**config.mk**
```make
export PLATFORM = sky130hd
export DESIGN_NAME = ipc_dvfs_stepper
export DESIGN_NICKNAME = d
export VERILOG_FILES = /design/src/rtl/ipc_dvfs_pkg.sv /design/src/rtl/ipc_win_counter.sv /design/src/rtl/ipc_change_judge.sv /design/src/rtl/freq_level_stepper.sv /design/src/rtl/ipc_dvfs_stepper.sv
export SDC_FILE = /design/constraint.sdc
export NUM_CORES = 2
export LEC_CHECK = 0
export CAP_MARGIN = 5
export CORE_ASPECT_RATIO = 0.9
export CORE_MARGIN = 3
export CORE_UTILIZATION = 50
export DETAILED_ROUTE_END_ITERATION = 16
export GPL_TIMING_DRIVEN = 0
export PLACE_DENSITY = 0.68
export SLEW_MARGIN = 20
export SYNTH_ARGS = -nofsm -noshare
export SYNTH_HDL_FRONTEND = slang
export SYNTH_SLANG_ARGS = --single-unit
export TNS_END_PERCENT = 1
```
**constraint.sdc**
```tcl
create_clock -name clk -period 12.6 [get_ports clk]
set_input_delay 3.15 -clock clk [delete_from_list [all_inputs] [get_ports clk]]
set_output_delay 3.15 -clock clk [all_outputs]
set_load 0.005 [all_outputs]
```
**src/rtl/ipc_dvfs_pkg.sv**
```systemverilog
// Package: shared types for the IPC-driven frequency stepper.
// Assumes: one step decision per window, carried as a small enum.
package ipc_dvfs_pkg;

    typedef enum logic [1:0] {
        STEP_NONE = 2'd0,
        STEP_UP   = 2'd1,
        STEP_DOWN = 2'd2
    } step_e;

endpackage

```
**src/rtl/ipc_win_counter.sv**
```systemverilog
// Module: ipc_win_counter
// Splits time into windows of WIN_LEN cycles and sums the retired-instruction
// count over each one. For one cycle after a window's last cycle it presents
// the window's instruction and cycle totals with win_valid_o high.
// Assumes: WIN_LEN >= 2, and SUM_W is wide enough for WIN_LEN * max increment.
module ipc_win_counter #(
    parameter int WIN_LEN = 65536,
    parameter int INC_W   = 3,
    parameter int CYC_W   = 17,
    parameter int SUM_W   = 19
) (
    input  logic             clk,
    input  logic             rst_n,
    input  logic [INC_W-1:0] inc_i,
    output logic             win_valid_o,
    output logic [SUM_W-1:0] win_instr_o,
    output logic [CYC_W-1:0] win_cyc_o
);

    localparam int MAX_INC = (1 << INC_W) - 1;

    logic [CYC_W-1:0] cyc_q;
    logic [SUM_W-1:0] acc_q;
    logic [SUM_W-1:0] sum_next;
    logic             last_cyc;
    logic             win_valid_q;
    logic [SUM_W-1:0] win_instr_q;
    logic [CYC_W-1:0] win_cyc_q;

    // Running total including this cycle's increment, and the end-of-window flag.
    always_comb begin
        sum_next = acc_q + SUM_W'(inc_i);
        last_cyc = (cyc_q == CYC_W'(WIN_LEN - 1));
    end

    // Advance the cycle position, accumulate, and latch the totals at window end.
    always_ff @(posedge clk) begin
        if (!rst_n) begin
            cyc_q       <= '0;
            acc_q       <= '0;
            win_valid_q <= 1'b0;
            win_instr_q <= '0;
            win_cyc_q   <= '0;
        end else begin
            win_valid_q <= last_cyc;
            if (last_cyc) begin
                cyc_q       <= '0;
                acc_q       <= '0;
                win_instr_q <= sum_next;
                win_cyc_q   <= cyc_q + CYC_W'(1);
            end else begin
                cyc_q <= cyc_q + CYC_W'(1);
                acc_q <= sum_next;
            end
        end
    end

    assign win_valid_o = win_valid_q;
    assign win_instr_o = win_instr_q;
    assign win_cyc_o   = win_cyc_q;

    // the cycle position never leaves the window.
    p_cyc_range_r2: assert property (@(posedge clk) disable iff (!rst_n)
        cyc_q < CYC_W'(WIN_LEN));

    // the window-end pulse lasts one cycle.
    p_pulse_single_r2: assert property (@(posedge clk) disable iff (!rst_n)
        win_valid_q |=> !win_valid_q);

    // a presented total never exceeds a full window of largest increments.
    p_sum_bound_r11: assert property (@(posedge clk) disable iff (!rst_n)
        win_valid_q |-> (win_instr_q <= SUM_W'(WIN_LEN * MAX_INC)));

endmodule

```
**src/rtl/ipc_change_judge.sv**
```systemverilog
// Module: ipc_change_judge
// Keeps the previous window's counts as the reference. At each window end it
// decides whether the IPC moved by at least 1/THR in relative terms. It uses
// cross-multiplication (a = cur_instr*ref_cyc, b = ref_instr*cur_cyc) and the
// test THR*|a-b| >= b, with a != b. The decision is registered as a one-cycle step.
// Assumes: win_valid_i is a single-cycle pulse, and the first window is stored only.
module ipc_change_judge
    import ipc_dvfs_pkg::*;
#(
    parameter int SUM_W = 19,
    parameter int CYC_W = 17,
    parameter int THR   = 20
) (
    input  logic             clk,
    input  logic             rst_n,
    input  logic             win_valid_i,
    input  logic [SUM_W-1:0] win_instr_i,
    input  logic [CYC_W-1:0] win_cyc_i,
    output step_e            step_o
);

    localparam int PROD_W = SUM_W + CYC_W;
    localparam int SCL_W  = PROD_W + $clog2(THR + 1);

    logic [SUM_W-1:0]  ref_instr_q;
    logic [CYC_W-1:0]  ref_cyc_q;
    logic              have_ref_q;
    step_e             step_q;

    logic [PROD_W-1:0] prod_cur;
    logic [PROD_W-1:0] prod_ref;
    logic [PROD_W-1:0] gap;
    logic [SCL_W-1:0]  gap_scaled;
    logic              moved;

    // Cross-multiply the two windows and scale their gap by the threshold.
    always_comb begin
        prod_cur   = PROD_W'(win_instr_i) * PROD_W'(ref_cyc_q);
        prod_ref   = PROD_W'(ref_instr_q) * PROD_W'(win_cyc_i);
        gap        = (prod_cur > prod_ref) ? (prod_cur - prod_ref) : (prod_ref - prod_cur);
        gap_scaled = SCL_W'(gap) * SCL_W'(THR);
        moved      = (gap != '0) && (gap_scaled >= SCL_W'(prod_ref));
    end

    // Refresh the reference at every window end and register the decision.
    always_ff @(posedge clk) begin
        if (!rst_n) begin
            ref_instr_q <= '0;
            ref_cyc_q   <= '0;
            have_ref_q  <= 1'b0;
            step_q      <= STEP_NONE;
        end else begin
            step_q <= STEP_NONE;
            if (win_valid_i) begin
                ref_instr_q <= win_instr_i;
                ref_cyc_q   <= win_cyc_i;
                have_ref_q  <= 1'b1;
                if (have_ref_q && moved) begin
                    step_q <= (prod_cur > prod_ref) ? STEP_UP : STEP_DOWN;
                end
            end
        end
    end

    assign step_o = step_q;

    // the window that first fills the reference never yields a step.
    p_first_quiet_r3: assert property (@(posedge clk) disable iff (!rst_n)
        (win_valid_i && !have_ref_q) |=> (step_q == STEP_NONE));

    // a step appears only in the cycle after a window-end pulse.
    p_step_after_window_r4: assert property (@(posedge clk) disable iff (!rst_n)
        (step_q != STEP_NONE) |-> $past(win_valid_i));

    // a step request lasts one cycle.
    p_step_single_r8: assert property (@(posedge clk) disable iff (!rst_n)
        (step_q != STEP_NONE) |=> (step_q == STEP_NONE));

endmodule

```
**src/rtl/freq_level_stepper.sv**
```systemverilog
// Module: freq_level_stepper
// Holds the frequency level and applies one-notch step requests within the
// floor (level 0) and the selected ceiling. A strobe marks each applied step.
// Assumes: step_i is a one-cycle request, and cap_hi_i is quasi-static.
module freq_level_stepper
    import ipc_dvfs_pkg::*;
#(
    parameter int LVL_W  = 3,
    parameter int TOP_HI = 7,
    parameter int TOP_LO = 6
) (
    input  logic             clk,
    input  logic             rst_n,
    input  step_e            step_i,
    input  logic             cap_hi_i,
    output logic [LVL_W-1:0] lvl_o,
    output logic             upd_o
);

    localparam logic [LVL_W-1:0] TOP_HI_L = LVL_W'(TOP_HI);
    localparam logic [LVL_W-1:0] TOP_LO_L = LVL_W'(TOP_LO);

    logic [LVL_W-1:0] lvl_q;
    logic             upd_q;
    logic [LVL_W-1:0] top_lvl;
    logic             may_rise;
    logic             may_fall;

    // Select the ceiling and find which directions are open.
    always_comb begin
        top_lvl  = cap_hi_i ? TOP_HI_L : TOP_LO_L;
        may_rise = (lvl_q < top_lvl);
        may_fall = (lvl_q != '0);
    end

    // Apply an allowed step and raise the strobe for exactly that cycle.
    always_ff @(posedge clk) begin
        if (!rst_n) begin
            lvl_q <= '0;
            upd_q <= 1'b0;
        end else begin
            upd_q <= 1'b0;
            if (step_i == STEP_UP && may_rise) begin
                lvl_q <= lvl_q + LVL_W'(1);
                upd_q <= 1'b1;
            end else if (step_i == STEP_DOWN && may_fall) begin
                lvl_q <= lvl_q - LVL_W'(1);
                upd_q <= 1'b1;
            end
        end
    end

    assign lvl_o = lvl_q;
    assign upd_o = upd_q;

    // every strobed change is exactly one notch.
    p_one_notch_r8: assert property (@(posedge clk) disable iff (!rst_n)
        upd_q |-> ((lvl_q == $past(lvl_q) + LVL_W'(1)) || (lvl_q == $past(lvl_q) - LVL_W'(1))));

    // the level never moves without the strobe.
    p_hold_quiet_r8: assert property (@(posedge clk) disable iff (!rst_n)
        !upd_q |-> (lvl_q == $past(lvl_q)));

    // an upward request at the ceiling is dropped.
    p_ceiling_r9: assert property (@(posedge clk) disable iff (!rst_n)
        (step_i == STEP_UP && lvl_q >= top_lvl) |=> !upd_q);

    // a downward request at the floor is dropped and the level stays at zero.
    p_floor_r10: assert property (@(posedge clk) disable iff (!rst_n)
        (step_i == STEP_DOWN && lvl_q == '0) |=> (!upd_q && lvl_q == '0));

endmodule

```
**src/rtl/ipc_dvfs_stepper.sv**
```systemverilog
// Module: ipc_dvfs_stepper (top)
// Moves a core's frequency level up or down by one notch when the IPC of
// a fixed-length window differs from the previous window's IPC by at least 1/THR.
// Level i means 500 + 125*i MHz. The ceiling is chosen by cap_hi_i.
// Assumes: retire_cnt_i is valid every cycle, and cap_hi_i changes rarely.
module ipc_dvfs_stepper
    import ipc_dvfs_pkg::*;
#(
    parameter int WIN_LEN = 65536,
    parameter int INC_W   = 3,
    parameter int LVL_W   = 3,
    parameter int TOP_HI  = 7,
    parameter int TOP_LO  = 6,
    parameter int THR     = 20
) (
    input  logic             clk,
    input  logic             rst_n,
    input  logic [INC_W-1:0] retire_cnt_i,
    input  logic             cap_hi_i,
    output logic [LVL_W-1:0] lvl_o,
    output logic             upd_o
);

    localparam int MAX_INC = (1 << INC_W) - 1;
    localparam int CYC_W   = $clog2(WIN_LEN + 1);
    localparam int SUM_W   = $clog2(WIN_LEN * MAX_INC + 1);

    logic             win_valid;
    logic [SUM_W-1:0] win_instr;
    logic [CYC_W-1:0] win_cyc;
    step_e            step_req;

    ipc_win_counter #(
        .WIN_LEN (WIN_LEN),
        .INC_W   (INC_W),
        .CYC_W   (CYC_W),
        .SUM_W   (SUM_W)
    ) u_counter (
        .clk         (clk),
        .rst_n       (rst_n),
        .inc_i       (retire_cnt_i),
        .win_valid_o (win_valid),
        .win_instr_o (win_instr),
        .win_cyc_o   (win_cyc)
    );

    ipc_change_judge #(
        .SUM_W (SUM_W),
        .CYC_W (CYC_W),
        .THR   (THR)
    ) u_judge (
        .clk         (clk),
        .rst_n       (rst_n),
        .win_valid_i (win_valid),
        .win_instr_i (win_instr),
        .win_cyc_i   (win_cyc),
        .step_o      (step_req)
    );

    freq_level_stepper #(
        .LVL_W  (LVL_W),
        .TOP_HI (TOP_HI),
        .TOP_LO (TOP_LO)
    ) u_stepper (
        .clk      (clk),
        .rst_n    (rst_n),
        .step_i   (step_req),
        .cap_hi_i (cap_hi_i),
        .lvl_o    (lvl_o),
        .upd_o    (upd_o)
    );

    // the strobe stays low in the first cycle after reset.
    p_reset_quiet_r1: assert property (@(posedge clk)
        $past(!rst_n) |-> (!upd_o && lvl_o == '0));

endmodule

```
==> summary.md <==
• outcome: complete, but fails checks
• failing checks: negative setup slack
• Setup CP Type: flop to flop
• slew of the pin with the lowest slew margin: 819 ps
• Hold Violations, Final: 0
• DRC violation count after routing: 0
• dominant cell by count in the synthesized netlist: inv_1
• number of synthesized flops with an enable pin: 0
• initial antenna violation count: 1
• num rows: 87
• worst path setup slack after routing: -594 ps
• most area-hungry cell type in the Yosys netlist: fa_1
• Leakage: 18.8 nW
• total power: 0.884 mW
• Tmin final: 13190 ps
• hold-critical path endpoint: u_counter.cyc_q[0]
• Switch Pwr: 0.199 mW
• number of I/O port buffers: 9
• area share of the leading cell type in the synthesized netlist: 31.7%
• worst flop-to-flop path startpoint: u_judge.ref_cyc_q[5]
• core occupancy in the finished layout: 59.1%
• Int Power: 0.685 mW
• first-pass GRT wire length: 155000 microns
• Cells after DPL: 4725
• via count of the first global-routing pass: 27400
• final worst path period share: 105%
• Synth Instances: 3871
• worst hold path stage count: 1
• startpoint of the most critical hold path: u_counter.cyc_q[0]
• via density per instance: 5.55
• async set-or-reset flop fraction in the synthesized netlist: 0%
• TritonCTS clock tree: built
• proportion of synthesized chip area in sequential cells: 7.17%
• largest vdd supply drop: 0.112 mV
• violation count after the first detailed-route iteration: 2213
• Die Outline Area: 67900 sq um
• residual overflow from global routing: 0
• met1 usage in global routing: 41.5%
• total number of yosys warnings: 0
• count of pins on the block boundary: 10
• Reg2Reg Depth: 55
• capturing element type of the critical path: flop
• area growth from synthesis to layout: 15.5%
• Initial Utilization: 51.2%
• net switching fraction of the power: 22.6%
• cell chosen for the clock root: clkbuf_16
• max_cap viols: 0
• Avg WL per Cell: 20.1 microns
• Worst-path clk slew: 60 ps
• CP Launch Type: flop
• number of flip-flops and latches in the synthesized netlist: 116
• class of the worst hold path: flop to flop
• cell with the largest stage delay on the worst path: fa_1
• via total after detailed routing: 26900
• total wire length: 97500 microns
• estimated wirelength of the detail-placed design: 76100 microns
• most used flip-flop cell after synthesis: dfxtp_1
• maximum fanout count along the critical path: 8
• Diodes inserted: 0
• number of standard cells in the final layout excluding fillers: 4852
• sequential fraction of design power: 41.2%
• Total GRT Usage: 29.4%
• most crowded layer after global routing: met2
• maximum number of pins on one net before global-route repair: 17
• CP Data Arrival Time: 13490 ps
• clock latency of the later-clocked register in the worst-skew pair: 410 ps
• final-stage net count: 4907
• share of layout cells above drive strength 1: 13.7%
• Combinational Power Share: 3.1%
• cts bufs inserted: 17
• met3 track utilization from global routing: 4.66%
• destination of the worst register-to-register timing path: u_judge.step_o[1]
• Mapped Area: 32400 sq um
• residual antenna-violating net count after detailed routing: 0
• clock share of power: 55.7%
• maximum clock insertion buffer count: 2
• stage delay of the slowest cell on the critical path: 580 ps
• die width: 274 microns
• maximum level of the CTS H-tree: 4
• Chip Height: 248 microns
• net count after synthesis: 4784
• Pre-antenna DRT Iters: 6
• hold buffer count at cts: 0
• highest clock frequency the design can meet: 75.8 MHz
• global routing met2 resource utilization: 45.8%
• unrepaired setup endpoints after global routing: true
• data required time at the worst endpoint: 12890 ps
• worst setup skew after layout: 6.65 ps
• cell types with the largest area share after synthesis: fa_1 32%, ha_1 15%, inv_1 8.9%
• count of clock tree sinks: 116
• power density over the cells: 23.6 nW/um^2
• Max-slew headroom: 45.0%
• worst slack at placement: -4150 ps
• count of final max-slew check failures: 0
• Finish-stage setup viols: 2
• average size of a mapped cell: 8.37 sq um
• commonest cells in the synthesized netlist: 765 x inv_1, 513 x fa_1, 497 x nand2_1, 394 x ha_1, 275 x and2_1
• GP Congestion: 0.931
• area of the placeable core: 63400 sq um
• number of distinct standard cells referenced by the synthesized netlist: 94
• register-to-register setup slack: -590 ps
## cell type report
class / count / area (sq um)
Clock buffer: 17 / 425
Buffer: 151 / 1600
Clock inverter: 15 / 185
Inverter: 765 / 2870
Fill cell: 5575 / 25900
Tap cell: 845 / 1060
Timing Repair Buffer: 141 / 1170
Sequential cell: 116 / 2500
Multi-Input combinational cell: 2802 / 27600
## timing repair
item | 4_1_cts | 5_1_grt
resized for setup | 541 | 59
setup endpoints to repair | 2 | 2
hold endpoints to repair | 0 | 0
buffers inserted | 119 | 12
gates cloned | 1 | 0
pin swaps | 92 | 55
## cell usage in the layout, fill, tap and decap left out, drive strengths merged, types with 29 or more instances in the layout
cell      n
a21oi   143
and2    276
nand3    39
nand2   497
dfxtp   116
mux2i    63
xor2     63
o21bai   30
nor2    129
o21ai    90
nor2b    58
xnor2    97
clkbuf  141
inv     765
fa      513
a21o     82
ha      394
a211oi   29
nor3     30
buf     159
## per-layer routing
| metal | vias up | routed length, microns | part of all wire (%) |
|---|---|---|---|
| li1 | 12400 | - | - |
| met1 | 13200 | 42100 | 43 |
| met2 | 1128 | 42400 | 43 |
| met3 | 211 | 8680 | 8.9 |
| met4 | 0 | 4400 | 4.5 |
| met5 | - | 0 | 0 |
## power groups by stage
stage	Sequential [mW]	Combinational [mW]	Clock, mW
floorplan	0.380	0.0190	0
global placement	0.381	0.0265	0
detailed placement	0.381	0.0267	0
CTS	0.364	0.0273	0.493
global route	0.364	0.0307	0.512
finish	0.364	0.0276	0.492
## worst max-delay path by stage
stage / slack (ps) / cells past startpoint / endpoint / start
5_1_grt: -1110 / 56 / u_judge.step_o[1] / u_judge.ref_instr_q[12]
2_1_floorplan: 50 / 60 / u_judge.step_o[0] / u_judge.ref_instr_q[16]
4_1_cts: -640 / 54 / u_judge.step_o[0] / u_judge.ref_cyc_q[5]
6_report: -590 / 55 / u_judge.step_o[1] / u_judge.ref_cyc_q[5]
3_3_place_gp: -4070 / 57 / u_judge.step_o[0] / u_counter.win_instr_o[15]
3_5_place_dp: -4150 / 57 / u_judge.step_o[0] / u_counter.win_instr_o[15]
## sequential cells by signal, indices dropped and copies added (netlist names)
name / flops
u_judge.ref_instr_q: 19
u_judge.step_o: 2
u_counter.win_valid_o: 1
u_stepper.lvl_o: 3
u_counter.win_cyc_o: 17
u_counter.win_instr_o: 19
u_judge.ref_cyc_q: 17
u_counter.acc_q: 19
u_stepper.upd_o: 1
u_counter.cyc_q: 17
u_judge.have_ref_q: 1
## cells by family after synthesis
kind of cell,synth area share (%)
AND/OR/NAND/NOR,17.2
buffers and inverters,11.3
adder cells (fa/ha/maj),46.9
AO/OA/AOI/OAI,11.2
XOR/XNOR,4.32
flip-flops,7.17
multiplexers,1.99
## per-stage QoR
step / hold WS, ps / TNS, ps / cell area (sq um)
4_1_cts: 461 / -1280 / 37000
6_report: 468 / -1170 / 37400
5_1_grt: 509 / -2150 / 37400
2_1_floorplan: 428 / 0 / 32400
3_5_place_dp: 446 / -8250 / 33600
3_3_place_gp: 436 / -8110 / 33600
## worst max-delay path, delay by kind of cell (launching register included)
family                   cells  cell delay (ps)
AO/OA/AOI/OAI               19             4290
adder cells (fa/ha/maj)     11             4180
AND/OR/NAND/NOR             11             2500
buffers and inverters       12             1330
flip-flops                   1              380
XOR/XNOR                     2              310
No activity file was read; power rests on OpenSTA's default activity.
